$ cat src/rtl/axwm_pkg.sv
package axwm_pkg;
    typedef enum logic [1:0] {
        ST_IDLE  = 2'd0,
        ST_PLAN  = 2'd1,
        ST_BURST = 2'd2
    } axwm_state_e;

    localparam logic [1:0] BURST_INCR = 2'b01;
endpackage

$ cat src/rtl/axwm_burst_plan.sv
module axwm_burst_plan #(
    parameter int LANE_W    = 5,
    parameter int BYTES_W   = 13,
    parameter int MAX_BEATS = 16
) (
    input  logic [LANE_W-1:0]  lo,
    input  logic [BYTES_W-1:0] bytes_left,
    output logic [7:0]         len
);
    localparam int STRB_W = 1 << LANE_W;
    localparam int TW     = BYTES_W + 2;

    logic [TW-1:0] span;
    logic [TW-1:0] total;
    logic [TW-1:0] take;

    always_comb begin
        span  = TW'(lo) + TW'(bytes_left) + TW'(STRB_W - 1);
        total = span >> LANE_W;
        take  = (total > TW'(MAX_BEATS)) ? TW'(MAX_BEATS) : total;
        len   = 8'(take - TW'(1));
    end
endmodule

$ cat src/rtl/axwm_strobe_gen.sv
module axwm_strobe_gen #(
    parameter int LANE_W  = 5,
    parameter int BYTES_W = 13
) (
    input  logic [LANE_W-1:0]     lo,
    input  logic [BYTES_W-1:0]    bytes_left,
    input  logic                  be_en,
    input  logic                  two_dw,
    input  logic [3:0]            first_be,
    input  logic [3:0]            last_be,
    output logic [(1<<LANE_W)-1:0] strb,
    output logic [BYTES_W-1:0]    consumed
);
    localparam int STRB_W = 1 << LANE_W;
    localparam int XW     = BYTES_W + 2;
    localparam int DW_W   = LANE_W - 2;

    logic [XW-1:0]     end_x;
    logic [XW-1:0]     room;
    logic [STRB_W-1:0] span_mask;
    logic [STRB_W-1:0] be_mask;
    logic [DW_W-1:0]   dw_idx;

    always_comb begin
        end_x = XW'(lo) + XW'(bytes_left);
        for (int i = 0; i < STRB_W; i++) begin
            span_mask[i] = (XW'(i) >= XW'(lo)) && (XW'(i) < end_x);
        end

        dw_idx  = lo[LANE_W-1:2];
        be_mask = STRB_W'(first_be) << {dw_idx, 2'b00};
        if (two_dw) begin
            be_mask = be_mask | (STRB_W'(last_be) << {dw_idx, 2'b00} << 4);
        end

        strb = be_en ? be_mask : span_mask;

        room     = XW'(STRB_W) - XW'(lo);
        consumed = (XW'(bytes_left) < room) ? bytes_left : BYTES_W'(room);
    end
endmodule

$ cat src/rtl/axwm_bresp_track.sv
module axwm_bresp_track #(
    parameter int OUT_W = 6
) (
    input  logic clk,
    input  logic rst_n,
    input  logic aw_fire,
    input  logic b_fire,
    output logic full,
    output logic empty
);
    logic [OUT_W-1:0] cnt_d, cnt_q;

    always_comb begin
        cnt_d = cnt_q;
        case ({aw_fire, b_fire})
            2'b10:   cnt_d = cnt_q + OUT_W'(1);
            2'b01:   cnt_d = cnt_q - OUT_W'(1);
            default: cnt_d = cnt_q;
        endcase
        full  = (cnt_q == {OUT_W{1'b1}});
        empty = (cnt_q == '0);
    end

    always_ff @(posedge clk) begin
        if (!rst_n) cnt_q <= '0;
        else        cnt_q <= cnt_d;
    end
endmodule

$ cat src/rtl/axwm_write_master.sv
module axwm_write_master #(
    parameter int ADDR_W    = 32,
    parameter int DATA_W    = 256,
    parameter int ID_W      = 4,
    parameter int BYTES_W   = 13,
    parameter int MAX_BEATS = 16,
    parameter int OUT_W     = 6
) (
    input  logic                clk,
    input  logic                rst_n,
    input  logic                req_valid,
    output logic                req_ready,
    input  logic [ADDR_W-1:0]   req_addr,
    input  logic [BYTES_W-1:0]  req_bytes,
    input  logic [ID_W-1:0]     req_id,
    input  logic                req_be_en,
    input  logic [3:0]          req_first_be,
    input  logic [3:0]          req_last_be,
    input  logic                wd_valid,
    output logic                wd_ready,
    input  logic [DATA_W-1:0]   wd_data,
    output logic                m_awvalid,
    input  logic                m_awready,
    output logic [ADDR_W-1:0]   m_awaddr,
    output logic [7:0]          m_awlen,
    output logic [2:0]          m_awsize,
    output logic [1:0]          m_awburst,
    output logic [ID_W-1:0]     m_awid,
    output logic                m_wvalid,
    input  logic                m_wready,
    output logic [DATA_W-1:0]   m_wdata,
    output logic [DATA_W/8-1:0] m_wstrb,
    output logic                m_wlast,
    input  logic                m_bvalid,
    output logic                m_bready,
    output logic                idle
);
    import axwm_pkg::*;

    localparam int STRB_W = DATA_W / 8;
    localparam int LANE_W = $clog2(STRB_W);
    localparam int BEAT_W = $clog2(MAX_BEATS + 1);

    typedef struct packed {
        axwm_state_e        st;
        logic [ADDR_W-1:0]  addr;
        logic [BYTES_W-1:0] bytes_left;
        logic [ID_W-1:0]    id;
        logic               be_en;
        logic               two_dw;
        logic [3:0]         first_be;
        logic [3:0]         last_be;
        logic               aw_pend;
        logic [ADDR_W-1:0]  awaddr;
        logic [7:0]         awlen;
        logic [BEAT_W-1:0]  w_left;
    } axwm_regs_t;

    axwm_regs_t r_d, r_q;

    logic [7:0]         plan_len;
    logic [STRB_W-1:0]  beat_strb;
    logic [BYTES_W-1:0] beat_bytes;
    logic               out_full;
    logic               out_empty;
    logic               aw_fire;
    logic               w_fire;
    logic               be_ok;

    axwm_burst_plan #(
        .LANE_W    (LANE_W),
        .BYTES_W   (BYTES_W),
        .MAX_BEATS (MAX_BEATS)
    ) u_plan (
        .lo         (r_q.addr[LANE_W-1:0]),
        .bytes_left (r_q.bytes_left),
        .len        (plan_len)
    );

    axwm_strobe_gen #(
        .LANE_W  (LANE_W),
        .BYTES_W (BYTES_W)
    ) u_strb (
        .lo         (r_q.addr[LANE_W-1:0]),
        .bytes_left (r_q.bytes_left),
        .be_en      (r_q.be_en),
        .two_dw     (r_q.two_dw),
        .first_be   (r_q.first_be),
        .last_be    (r_q.last_be),
        .strb       (beat_strb),
        .consumed   (beat_bytes)
    );

    axwm_bresp_track #(
        .OUT_W (OUT_W)
    ) u_btrk (
        .clk     (clk),
        .rst_n   (rst_n),
        .aw_fire (aw_fire),
        .b_fire  (m_bvalid),
        .full    (out_full),
        .empty   (out_empty)
    );

    always_comb begin
        r_d = r_q;

        m_awvalid = r_q.aw_pend && !out_full;
        m_awaddr  = r_q.awaddr;
        m_awlen   = r_q.awlen;
        m_awsize  = 3'(LANE_W);
        m_awburst = BURST_INCR;
        m_awid    = r_q.id;

        m_wvalid  = (r_q.st == ST_BURST) && (r_q.w_left != '0) && wd_valid;
        wd_ready  = (r_q.st == ST_BURST) && (r_q.w_left != '0) && m_wready;
        m_wdata   = wd_data;
        m_wstrb   = beat_strb;
        m_wlast   = (r_q.w_left == BEAT_W'(1));

        m_bready  = 1'b1;
        req_ready = (r_q.st == ST_IDLE);
        idle      = (r_q.st == ST_IDLE) && out_empty;

        aw_fire = m_awvalid && m_awready;
        w_fire  = m_wvalid && m_wready;

        be_ok = req_be_en &&
                (((req_bytes == BYTES_W'(4)) && (req_addr[1:0] == 2'b00)) ||
                 ((req_bytes == BYTES_W'(8)) && (req_addr[2:0] == 3'b000)));

        case (r_q.st)
            ST_IDLE: begin
                if (req_valid) begin
                    r_d.addr       = req_addr;
                    r_d.bytes_left = req_bytes;
                    r_d.id         = req_id;
                    r_d.be_en      = be_ok;
                    r_d.two_dw     = (req_bytes == BYTES_W'(8));
                    r_d.first_be   = req_first_be;
                    r_d.last_be    = req_last_be;
                    r_d.st         = ST_PLAN;
                end
            end
            ST_PLAN: begin
                r_d.awaddr  = r_q.addr;
                r_d.awlen   = plan_len;
                r_d.w_left  = BEAT_W'(plan_len) + BEAT_W'(1);
                r_d.aw_pend = 1'b1;
                r_d.st      = ST_BURST;
            end
            ST_BURST: begin
                if (aw_fire) begin
                    r_d.aw_pend = 1'b0;
                end
                if (w_fire) begin
                    r_d.addr = {r_q.addr[ADDR_W-1:LANE_W] + (ADDR_W-LANE_W)'(1),
                                {LANE_W{1'b0}}};
                    r_d.bytes_left = r_q.bytes_left - beat_bytes;
                    r_d.w_left     = r_q.w_left - BEAT_W'(1);
                end
                if (!r_d.aw_pend && (r_d.w_left == '0)) begin
                    r_d.st = (r_d.bytes_left == '0) ? ST_IDLE : ST_PLAN;
                end
            end
            default: r_d.st = ST_IDLE;
        endcase
    end

    always_ff @(posedge clk) begin
        if (!rst_n) begin
            r_q         <= '0;
            r_q.st      <= ST_IDLE;
        end else begin
            r_q <= r_d;
        end
    end
endmodule

$ cat config.mk
export PLATFORM = sky130hd
export DESIGN_NAME = axwm_write_master
export DESIGN_NICKNAME = d
export VERILOG_FILES = /design/src/rtl/axwm_pkg.sv /design/src/rtl/axwm_burst_plan.sv /design/src/rtl/axwm_strobe_gen.sv /design/src/rtl/axwm_bresp_track.sv /design/src/rtl/axwm_write_master.sv
export SDC_FILE = /design/constraint.sdc
export NUM_CORES = 1
export LEC_CHECK = 0
export BUFFER_PORTS_ARGS = -buffer_cell sky130_fd_sc_hd__clkbuf_2
export CORE_AREA = 2 2 259 261
export CTS_CLUSTER_DIAMETER = 80
export CTS_CLUSTER_SIZE = 10
export DETAILED_ROUTE_END_ITERATION = 6
export DIE_AREA = 0 0 261 263
export GPL_TIMING_DRIVEN = 1
export PLACE_DENSITY = 0.47
export SYNTH_ARGS = -nofsm -noshare
export SYNTH_HDL_FRONTEND = slang
export SYNTH_SLANG_ARGS = --single-unit
export TNS_END_PERCENT = 10
$ cat constraint.sdc
create_clock -name clk -period 4.57 [get_ports clk]
set_input_delay 0.2285 -clock clk [delete_from_list [all_inputs] [get_ports clk]]
set_output_delay 0.2285 -clock clk [all_outputs]
set_load 0.02 [all_outputs]
# Word-level counts from Yosys, hierarchy flattened
# Index checks and enable logic that the tools add are counted.
# op_classes
add_sub_neg	10
order_cmp	65
n_eq_ne	11
shift	2
mux	18
bitwise_logic	1
n_reduce_logical	59
# op_table
cell	count
< comparator 5 x 15 -> 1 bit (first input constant)	16
< comparator 4 x 15 -> 1 bit (first input constant)	8
two-way mux 45 bit	2
one-hot mux 45 bit (2 select lines)	1
>= comparator 5 bit (first input constant)	15
two-way mux 32 bit	2
two-way mux 61 bit	1
< comparator 3 x 15 -> 1 bit (first input constant)	4
logical AND 1 bit	42
>= comparator 4 x 5 -> 1 bit (first input constant)	8
OR 32 bit	1
left shift 4 x 5 -> 32 bit	1
< comparator 1 x 15 -> 1 bit (first input constant)	2
< comparator 2 x 15 -> 1 bit (first input constant)	2
left shift 4 x 5 -> 28 bit	1
adder 27 x 1 -> 27 bit (second input constant)	1
>= comparator 3 x 5 -> 1 bit (first input constant)	4
adder 14 x 5 -> 15 bit (second input constant)	1
< comparator 13 x 15 -> 1 bit	1
adder 5 x 13 -> 14 bit	1
== test 13 x 3 -> 1 bit (second input constant)	1
== test 13 x 4 -> 1 bit (second input constant)	1
logical NOT 13 bit	1
two-way mux 13 bit	1
34 further kinds	48
# totals
regBits	113

# Longest topological paths before layout
# Gate-level depths: netlist of the first run.
# depth
word_depth	10
depth_mapped	25
mapped_depth_nobuf	23

# Cells and area by module
# A second synthesis of the first run with hierarchy kept.
# unflattened
cells_unflattened	1543
area_unflattened_um2	11578.6
# by_module_without_submodules
module	n_inst	cells_per_inst	area_each_um2	seq_area_each_um2
axwm_write_master	1	1033	8234.1	2142.1
axwm_strobe_gen	1	342	2079.5	0.0
axwm_burst_plan	1	91	636.9	0.0
axwm_bresp_track	1	77	628.1	120.1

# Worst setup path after synthesis of the first run
# Ideal clock, no wire load.
# synth_timing
path_type	register to register
from	reg r_q[74] in the netlist's numbering
to	reg r_q[105] in the netlist's numbering
setup_time_ns	0.133
arrival_ns	4.521
required_ns	4.437
path_slack_ns	-0.084
path_stages_with_launch	26
path_buffers	2
period_less_slack_ns	4.654
path_cell_list	dfxtp_1 -> clkbuf_1 -> inv_1 -> ha_1 -> inv_1 -> ha_1 -> nor2b_1 -> o21a_1 -> o21a_1 -> o21ai_0 -> nand2b_1 -> a21oi_1 -> clkbuf_1 -> nand2_1 -> o21ai_0 -> ha_1 -> inv_1 -> fa_1 -> a21o_1 -> a21o_1 -> a21oi_1 -> nand2b_1 -> nand4_1 -> xnor2_1 -> nor4b_1 -> o32ai_1
# synth_between
elab_chain_len	10
# synth_lines
item	line	source
start, declared	axwm_write_master.sv:59	axwm_regs_t r_d, r_q;
start signal, assigned	axwm_write_master.sv:175	r_q <= r_d;
subtractor 6 x 5 -> 7 bit *	axwm_strobe_gen.sv:38	room = XW'(STRB_W) - XW'(lo);
< comparator 13 x 15 -> 1 bit	axwm_strobe_gen.sv:39	consumed = (XW'(bytes_left) < room) ? bytes_left : BYTES_W'(room);
two-way mux 13 bit *	axwm_strobe_gen.sv:39	
subtractor 13 bit *	axwm_write_master.sv:159	r_d.bytes_left = r_q.bytes_left - beat_bytes;
two-way mux 45 bit *	axwm_write_master.sv:156	if (w_fire) begin
two-way mux 45 bit *	axwm_write_master.sv:132	case (r_q.st)
logical NOT 13 bit *	axwm_write_master.sv:163	r_d.st = (r_d.bytes_left == '0) ? ST_IDLE : ST_PLAN;
two-way mux 1 bit *	axwm_write_master.sv:163	
two-way mux 2 bit *	axwm_write_master.sv:162	if (!r_d.aw_pend && (r_d.w_left == '0)) begin
one-hot mux 2 bit (3 select lines) *	axwm_write_master.sv:132	
# Mark *: on every way between the ends. The rest lies on a longest branch, timed or not. The select of a mux whose other input is x is not followed.
# A chain may end at the register's enable or synchronous reset.

# Worst setup path after layout of the first run
# layout_timing
from	reg r_q[73] in the netlist's numbering
to	reg r_q[105] in the netlist's numbering
# The elaborated chain is that of the path after synthesis.

==> metrics.yaml, run 1 <==
clock_tree:
  cts_inserted_buffers: 17
  clk_pin_slew_ns: 0.07
  clk_latency_ns: 0.46
  h-tree-depth: 4
  cts_tree: "done"
  root_buffer: "clkbuf_16"
  cts_buffer_depth: 2
  numClockSinks: 113
setup_path:
  start_kind: "register"
  crit_path_end_kind: "register"
  path_max_fanout: 9
  required_ns: 4.89
  worstSetupPathType: "reg2reg"
  crit_arrival_ns: 4.65
global_routing:
  grtUsageTotal_pct: 10.8
  grt_pass1_vias: 8563
  grt_overflow: 0
  grt_pass1_wl_um: 55600
  antenna_found_initial: 7
  grt_max_degree: 60
place:
  place_area_um2: 9740
  dp_hpwl_um: 29100
  portBuffers: 146
  dp_slack_ns: 0.106
  gp_congestion: 0.855
floorplanning:
  io_pins: 665
  die_h_um: 263
  coreArea_um2: 65600
  dieArea_um2: 68600
  initial_core_util_pct: 15.6
  fp.dieW_um: 261
  num_rows: 94
synth:
  synth_ff_type: "dfxtp_1"
  netlist_top_cells_area: "buf_4, dfxtp_1, nor2_1"
  netlist_area_um2: 10200
  async_reset_ff_share_pct: 0
  synth_most_common_cell: "buf_4"
  synth_warnings: 0
  yosysSeqAreaShare_pct: 22.2
  synth-edff-count: 0
  ys_types: 85
  syn_avg_cell_area_um2: 7.53
  ys_ff_latch: 113
  synth_area_leader_cell: "buf_4"
  synth_top_cell_area_share_pct: 22.5
  syn_inst: 1356
  synth_common_cells: "buf_4, nor2_1, dfxtp_1, nand2_1, a21oi_1"
cells_and_area:
  design_area_um2: 10600
  fin_nets: 1558
  n_fill_cell: 7496
  layout-drive-gt1-share_pct: 21.7
  area_delta_synth_final_pct: 3.92
route:
  wl_per_cell_um: 18.3
  drcViolationCount: 0
  vias_per_cell: 4.31
  first_pass_iters: 5
  routed_wl_um: 38000
  vias: 8959
  drt_iter0_drc: 804
  antenna_left: 0
sta:
  slew_headroom_pct: 30.1
  tightest_slew_ns: 1.05
  fin_crit_ns: 4.33
  finalHoldViolCount: 0
  setup_violations: 0
  hold_ws_ns: 0.0300
  worst_slack_ns: 0.242
  clock_skew_ns: 0.0128
  slew_violations: 0
  finalCritPeriodShare_pct: 94.7
  fmax_mhz: 231
outcome:
  status: "complete, no violations"
min_path:
  min_path_type: "in2reg"
pwr:
  totalPowerFinal_mw: 7.32
  power_density_nw_per_um2: 690
  peakVddDrop_mv: 0.256
  leakagePower_nw: 3.98
run:
  drv_cap: 0
-- power breakdown --
group / switching [mW] / leakage (nW) / total, mW / internal [mW]
clock network: 0.590 / 0.310 / 1.51 / 0.919
registers: 0.249 / 0.923 / 1.45 / 1.20
logic: 2.79 / 2.75 / 4.36 / 1.57
total: 3.63 / 3.98 / 7.32 / 3.69
-- worst max-delay path, cell delays in order, from the launching register on --
cell and delay [ns]:
dfxtp_1 0.33, inv_1 0.06, ha_1 0.28, and2_1 0.19
ha_1 0.28, inv_1 0.05, ha_1 0.27, o21ai_0 0.07
nand2b_1 0.11, a21oi_2 0.08, buf_4 0.16, o21ai_0 0.17
ha_1 0.20, inv_1 0.06, fa_1 0.40, a21o_1 0.20
a21o_1 0.21, xor2_1 0.15, mux2i_1 0.18, and4b_1 0.21
nand4b_1 0.12, nor4b_2 0.30, o32ai_1 0.12
-- layer usage --
metal / track usage, % / vias to the layer above / wire length, um / part of all wire (%)
met3: 4.37 / 121 / 3910 / 10
met5: 0.356 / - / 48 / 0.13
met2: 15.6 / 496 / 15900 / 42
met1: 13.8 / 4198 / 16700 / 44
li1: - / 4136 / - / -
met4: 5.07 / 8 / 1490 / 3.9
-- through the flow --
stage | util (%) | cells | setup TNS, ns
2_1_floorplan | - | 1360 | 0
3_3_place_gp | 14.8 | 2029 | 0
3_5_place_dp | 14.8 | 2029 | 0
4_1_cts | 16.1 | 2076 | 0
5_1_grt | 16.2 | 2076 | -0.00193
6_report | 16.2 | 2077 | 0
-- flip-flops by register name, indices dropped and copies added, names as in the netlist --
| register | cells |
|---|---|
| u_btrk.cnt_q | 6 |
| m_awaddr | 32 |
| r_q | 63 |
| m_awlen | 8 |
| m_awid | 4 |
-- repair_timing --
| item | 4_1_cts | 5_1_grt |
|---|---|---|
| buffers inserted | 0 | 0 |
| hold buffers | 15 | 0 |
| pin swaps | 0 | 0 |
| resized for setup | 3 | 15 |
| hold endpoints to repair | 15 | 0 |
| endpoints found under the setup margin | 4 | 25 |
-- layout make-up --
class                      instances  area (um2)  share of cell area, %
tap                              864        1080                   10.2
clock buffer                      17         425                   4.01
multi-input combinational        838        5350                   50.4
sequential                       113        2260                   21.3
inverter                          30         114                   1.07
clock inverter                    15         206                   1.95
timing repair buffer             199        1170                   11.0
antenna                            1        2.50                 0.0236
-- worst paths after layout --
check | start | endpoint | slack [ns] | cells past startpoint
setup / recovery | r_q[73]$_SDFFE_PN0P_ | r_q[105]$_SDFFE_PN0P_ | 0.24 | 22
hold / removal | req_addr[10] | r_q[83]$_SDFFE_PN0P_ | 0.03 | 3
setup reg to reg | r_q[73]$_SDFFE_PN0P_ | r_q[105]$_SDFFE_PN0P_ | 0.24 | 22
hold reg to reg | m_awid[1]$_SDFFE_PN0P_ | m_awid[1]$_SDFFE_PN0P_ | 0.45 | 2
-- layout by cell type (no fill, tap or decap), types with 31 or more instances in the layout --
master,Yosys,routed
o21ai_0,57,54
a21oi_1,91,88
nor2_1,134,134
buf_4,306,38
ha_1,35,34
clkbuf_2,0,146
dfxtp_1,113,111
nand2_1,106,104
nand3_1,31,31
nor3_1,36,35
mux2i_1,36,36
-- cell families (layout without fill, tap and decap cells) --
family	after synthesis	after routing	share of synthesized area, %
mux	36	36	3.53
buf+inv	409	261	26.5
other cells	2	7	0.0736
flops	113	113	22.2
compound gates	323	323	21.4
simple gates	402	402	18.5
fa+ha+maj	39	39	4.98
xor+xnor	32	32	2.89
Note: power is estimated with default switching activity, not from simulation.
==> run 2: changes to the inputs <==
Settings changed: CORE_AREA 2 2 259 261 to 2 2 260 262, DIE_AREA 0 0 261 263 to 0 0 262 264, PLACE_DENSITY 0.47 to 0.49, SYNTH_HIERARCHICAL from default to 1.
==> run 2 against run 1 <==
  * Register-to-register slack improved by 0.12 ns
  * Synthesized cell count up 14%
  * Non-clock buffer count decreased by 15
  * Core utilization rose by 1.4 points
  * Via count increased by 11%
  * Critical path type is now reg2out
==> metrics.yaml, run 2 <==
run:
  drv_cap: 0
pwr:
  peakVddDrop_mv: 0.287
  leakagePower_nw: 4.36
  power_density_nw_per_um2: 637
route:
  vias_per_cell: 4.41
  first_pass_iters: 5
  drcViolationCount: 0
  wl_per_cell_um: 18.6
  drt_iter0_drc: 561
  routed_wl_um: 41900
  antenna_left: 0
  vias: 9913
synth:
  synth_area_leader_cell: "buf_4"
  netlist_area_um2: 11600
  ys_ff_latch: 113
  synth_ff_type: "dfxtp_1"
  synth-edff-count: 0
  ys_types: 92
  synth_most_common_cell: "buf_4"
  synth_common_cells: "buf_4, nand2_1, dfxtp_1, nor2_1, nor2b_1"
  synth_warnings: 6
  yosysSeqAreaShare_pct: 19.5
  async_reset_ff_share_pct: 0
  netlist_top_cells_area: "buf_4, dfxtp_1, ha_1"
  synth_top_cell_area_share_pct: 20.6
  syn_avg_cell_area_um2: 7.50
  syn_inst: 1543
clock_tree:
  h-tree-depth: 4
  cts_inserted_buffers: 17
  clk_pin_slew_ns: 0.06
  numClockSinks: 113
  root_buffer: "clkbuf_16"
  clk_latency_ns: 0.46
  cts_buffer_depth: 2
  cts_tree: "done"
place:
  placed_cells: 2208
  gp_congestion: 0.879
  dp_hpwl_um: 32100
  portBuffers: 146
setup_path:
  crit_path_end_kind: "output pin"
  path_max_fanout: 27
  required_ns: 4.34
  worstSetupPathType: "reg2out"
  crit_arrival_ns: 4.03
  start_kind: "register"
cells_and_area:
  area_delta_synth_final_pct: 0.929
  fin_nets: 1735
  layout-drive-gt1-share_pct: 18.9
  mostFrequentLayoutCells: "nand2_1, clkbuf_2, dfxtp_1, nor2_1, nor2b_1"
  top_register: "r_q"
  final_common_cell: "nand2_1"
  stdcell_count: 2249
  largest_reg_flops: 63
sta:
  tightest_slew_ns: 0.869
  slew_violations: 0
  fin_crit_ns: 4.26
  fin_setup_tns_ns: 0
  setup_violations: 0
  fmax_mhz: 235
  finalCritPeriodShare_pct: 93.2
  slew_headroom_pct: 41.9
  finalHoldViolCount: 0
  rsz0062_at_grt: "false"
  clock_skew_ns: 0.0155
floorplanning:
  initial_core_util_pct: 17.4
  coreArea_um2: 66600
  dieArea_um2: 69200
  fp.dieW_um: 262
  die_h_um: 264
  num_rows: 95
  io_pins: 665
global_routing:
  grt_overflow: 0
  antenna_found_initial: 5
  grt_max_degree: 80
  grtUsageTotal_pct: 11.8
  grt_pass1_wl_um: 61500
  grt_pass1_vias: 9735
min_path:
  min_path_type: "in2reg"
outcome:
  status: "complete, no violations"
-- run 2: path summary, 6_finish.rpt --
kind | cells past startpoint | start | to | slack (ns)
setup reg to reg | 22 | r_q[73]$_SDFFE_PN0P_ | r_q[105]$_SDFFE_PN0P_ | 0.36
hold / removal | 3 | req_addr[17] | r_q[90]$_SDFFE_PN0P_ | 0.02
hold reg to reg | 2 | m_awid[0]$_SDFFE_PN0P_ | m_awid[0]$_SDFFE_PN0P_ | 0.47
setup / recovery | 10 | r_q[75]$_SDFFE_PN0P_ | m_wstrb[9] | 0.31
-- run 2: cell type report --
| type | instances | area, um2 |
|---|---|---|
| Fill cell | 7591 | 54900 |
| Multi-Input combinational cell | 995 | 6470 |
| Sequential cell | 113 | 2260 |
| Tap cell | 873 | 1090 |
| Timing Repair Buffer | 184 | 1030 |
| Clock buffer | 18 | 439 |
| Clock inverter | 14 | 194 |
| Inverter | 51 | 191 |
| Antenna cell | 1 | 2.50 |
-- run 2: report_power, final --
part	internal (mW)	leakage, nW	total [mW]	switching [mW]
logic	1.73	3.13	4.53	2.80
registers	1.17	0.922	1.42	0.245
clock network	0.893	0.312	1.50	0.608
-- run 2: logic make-up (layout without fill, tap and decap cells) --
family	after synthesis	count (layout)	synth area share, %
compound gates	352	352	20.5
xor+xnor	28	28	2.18
fa+ha+maj	52	52	5.75
buf+inv	445	267	25.2
flops	113	113	19.5
mux	49	49	4.32
other cells	3	14	0.0972
simple gates	501	501	22.4
-- run 2: metrics by stage --
step | instance area (um2) | utilization (%) | power [mW] | hold slack, ns | setup WS (ns)
after global routing | 11700 | 17.6 | 8.08 | 0.00208 | 0.0449
after floorplan | 11600 | - | 5.06 | 0.350 | 0.0629
after CTS | 11600 | 17.5 | 7.49 | 0.00194 | 0.343
final | 11700 | 17.6 | 7.44 | 0.0234 | 0.312
after global placement | 11000 | 16.5 | 5.88 | 0.453 | 0.370
after detailed placement | 11000 | 16.5 | 5.92 | 0.457 | 0.387
-- run 2: critical path, cell delays in order, from the launching register on --
cell and delay, ns:
dfxtp_1 0.51, buf_4 0.36, ha_1 0.38, nor2b_4 0.17
o2111ai_1 0.27, nand2_1 0.11, o41ai_2 0.41, nand4_4 0.33
nor2b_1 0.60, a211oi_1 0.22, clkbuf_2 0.21
-- run 2: timing repair --
action	CTS	global route
hold endpoints to repair	6	0
resized for setup	0	4
setup endpoints to repair	0	4
buffers inserted	0	2
hold buffers	6	0
-- run 2: layer usage --
layer	global-route usage, %	share of wire [%]	vias up
met5	0.783	0.18	-
met4	6.66	5.6	10
met3	4.71	9.7	144
met2	19.1	46	447
met1	13.0	38	4638
li1	-	-	4674
==> run 3: changes to the inputs <==
Settings changed: CTS_BUF_LIST from default to sky130_fd_sc_hd__clkbuf_16.
==> run 3 against run 2 <==
  * Clock power about the same
  * Sequential share of layout area about the same
  * Power decreased by 0.23%
  * Count of clock-buffer cells in the layout decreased by 1
  * Critical path depth unchanged
  * Combinational power about the same
  * Via count unchanged
  * Design area about the same
  * Worst hold slack unchanged
  * Maximum frequency unchanged
==> metrics.yaml, run 3 (same netlist as run 2, synthesis figures left out) <==
route:
  wl_per_cell_um: 18.6
  drt_iter0_drc: 561
  first_pass_iters: 5
  routed_wl_um: 41900
  vias_per_cell: 4.41
  drcViolationCount: 0
  vias: 9913
  antenna_left: 0
sta:
  slew_violations: 0
  finalHoldViolCount: 0
  setup_violations: 0
  tightest_slew_ns: 0.869
  fmax_mhz: 235
  fin_setup_tns_ns: 0
  hold_ws_ns: 0.0234
  slew_headroom_pct: 41.9
  clock_skew_ns: 0.0147
  fin_crit_ns: 4.26
  finalCritPeriodShare_pct: 93.2
  rsz0062_at_grt: "false"
min_path:
  min_path_type: "in2reg"
floorplanning:
  num_rows: 95
  initial_core_util_pct: 17.4
  coreArea_um2: 66600
  fp.dieW_um: 262
  io_pins: 665
  die_h_um: 264
  dieArea_um2: 69200
place:
  gp_congestion: 0.879
  placed_cells: 2208
  portBuffers: 146
  dp_hpwl_um: 32100
setup_path:
  reg2reg_slack_ns: 0.36
  required_ns: 4.34
  crit_path_end_kind: "output pin"
  path_max_fanout: 27
  ff2ff_path_depth: 22
  critPathLaunch: "r_q[75]$_SDFFE_PN0P_"
  crit_end: "m_wstrb[9]"
  worstSetupPathType: "reg2out"
  crit_arrival_ns: 4.03
  start_kind: "register"
  worst_r2r_endpoint: "r_q[105]$_SDFFE_PN0P_"
  timing.rr.start: "r_q[73]$_SDFFE_PN0P_"
clock_tree:
  h-tree-depth: 4
  cts_inserted_buffers: 17
  cts_buffer_depth: 2
  clk_latency_ns: 0.46
  clk_pin_slew_ns: 0.06
  root_buffer: "clkbuf_16"
  numClockSinks: 113
  cts_tree: "done"
pwr:
  leakagePower_nw: 4.36
  peakVddDrop_mv: 0.285
  totalPowerFinal_mw: 7.42
  power_density_nw_per_um2: 636
cells_and_area:
  layout-drive-gt1-share_pct: 18.8
  seq_area_um2: 2260
  fin_nets: 1735
  n_fill_cell: 7592
  area_delta_synth_final_pct: 0.843
  mostFrequentLayoutCells: "nand2_1, clkbuf_2, dfxtp_1, nor2_1, nor2b_1"
  multiInputGateArea_um2: 6470
  largest_reg_flops: 63
  top_register: "r_q"
  final_common_cell: "nand2_1"
  stdcell_count: 2249
global_routing:
  grt_max_degree: 80
  grt_overflow: 0
  grt_pass1_wl_um: 61500
  antenna_found_initial: 5
  grt_pass1_vias: 9735
  grtUsageTotal_pct: 11.8
run:
  drv_cap: 0
outcome:
  status: "complete, no violations"
-- run 3: changes by cell type in the layout (fill, tap and decap cells not counted), sizes merged --
cell | before | now
clkinv | 4 | 5
clkbuf | 163 | 162
-- run 3: metrics by stage --
| step | setup WS (ns) | util (%) | instance area (um2) |
|---|---|---|---|
| finish | 0.312 | 17.5 | 11700 |
| global route | 0.0449 | 17.5 | 11700 |
| CTS | 0.343 | 17.5 | 11600 |
| detailed placement | 0.387 | 16.5 | 11000 |
| global placement | 0.370 | 16.5 | 11000 |
| floorplan | 0.0629 | - | 11600 |
-- run 3: critical path, stage by stage, from the launching register on --
cell and delay [ns]:
dfxtp_1 0.51, buf_4 0.36, ha_1 0.38, nor2b_4 0.17
o2111ai_1 0.27, nand2_1 0.11, o41ai_2 0.41, nand4_4 0.33
nor2b_1 0.60, a211oi_1 0.22, clkbuf_2 0.21
-- run 3: worst min path at each step --
stage	startpoint	endpoint	slack, ns	cells past startpoint
CTS	req_addr[17]	r_q[90]$_SDFFE_PN0P_	0.002	3
floorplan	rst_n	u_btrk/cnt_q[0]$_SDFFE_PN0P_	0.35	1
finish	req_addr[17]	r_q[90]$_SDFFE_PN0P_	0.02	3
detailed placement	wd_data[106]	m_wdata[106]	0.46	0
global route	req_addr[17]	r_q[90]$_SDFFE_PN0P_	0.002	3
global placement	m_awid[0]$_SDFFE_PN0P_	m_awid[0]$_SDFFE_PN0P_	0.45	2
-- run 3: cell type report --
class	instances	share of cell area, %
tap	873	9.35
multi-input combinational	995	55.4
timing repair buffer	184	8.85
clock inverter	15	1.69
antenna	1	0.0214
inverter	51	1.64
clock buffer	17	3.64
sequential	113	19.4
-- run 3: power by group --
| part | switching (mW) | total [mW] | leakage, nW | internal [mW] |
|---|---|---|---|---|
| Clock | 0.608 | 1.48 | 0.306 | 0.876 |
| Combinational | 2.80 | 4.53 | 3.13 | 1.73 |
| Sequential | 0.245 | 1.42 | 0.922 | 1.17 |
| Total | 3.65 | 7.42 | 4.36 | 3.77 |
-- run 3: layer usage --
metal	vias up	wire length [um]	GRT usage, %
li1	4674	-	-
met3	144	4090	4.71
met2	447	19400	19.1
met1	4638	16000	13.0
met4	10	2350	6.66
met5	-	76	0.783
-- run 3: timing repair --
item / CTS / global route
hold buffers: 6 / 0
setup buffers: 0 / 2
endpoints found under the setup margin: 0 / 4
gates resized for setup: 0 / 4
hold endpoints to repair: 6 / 0
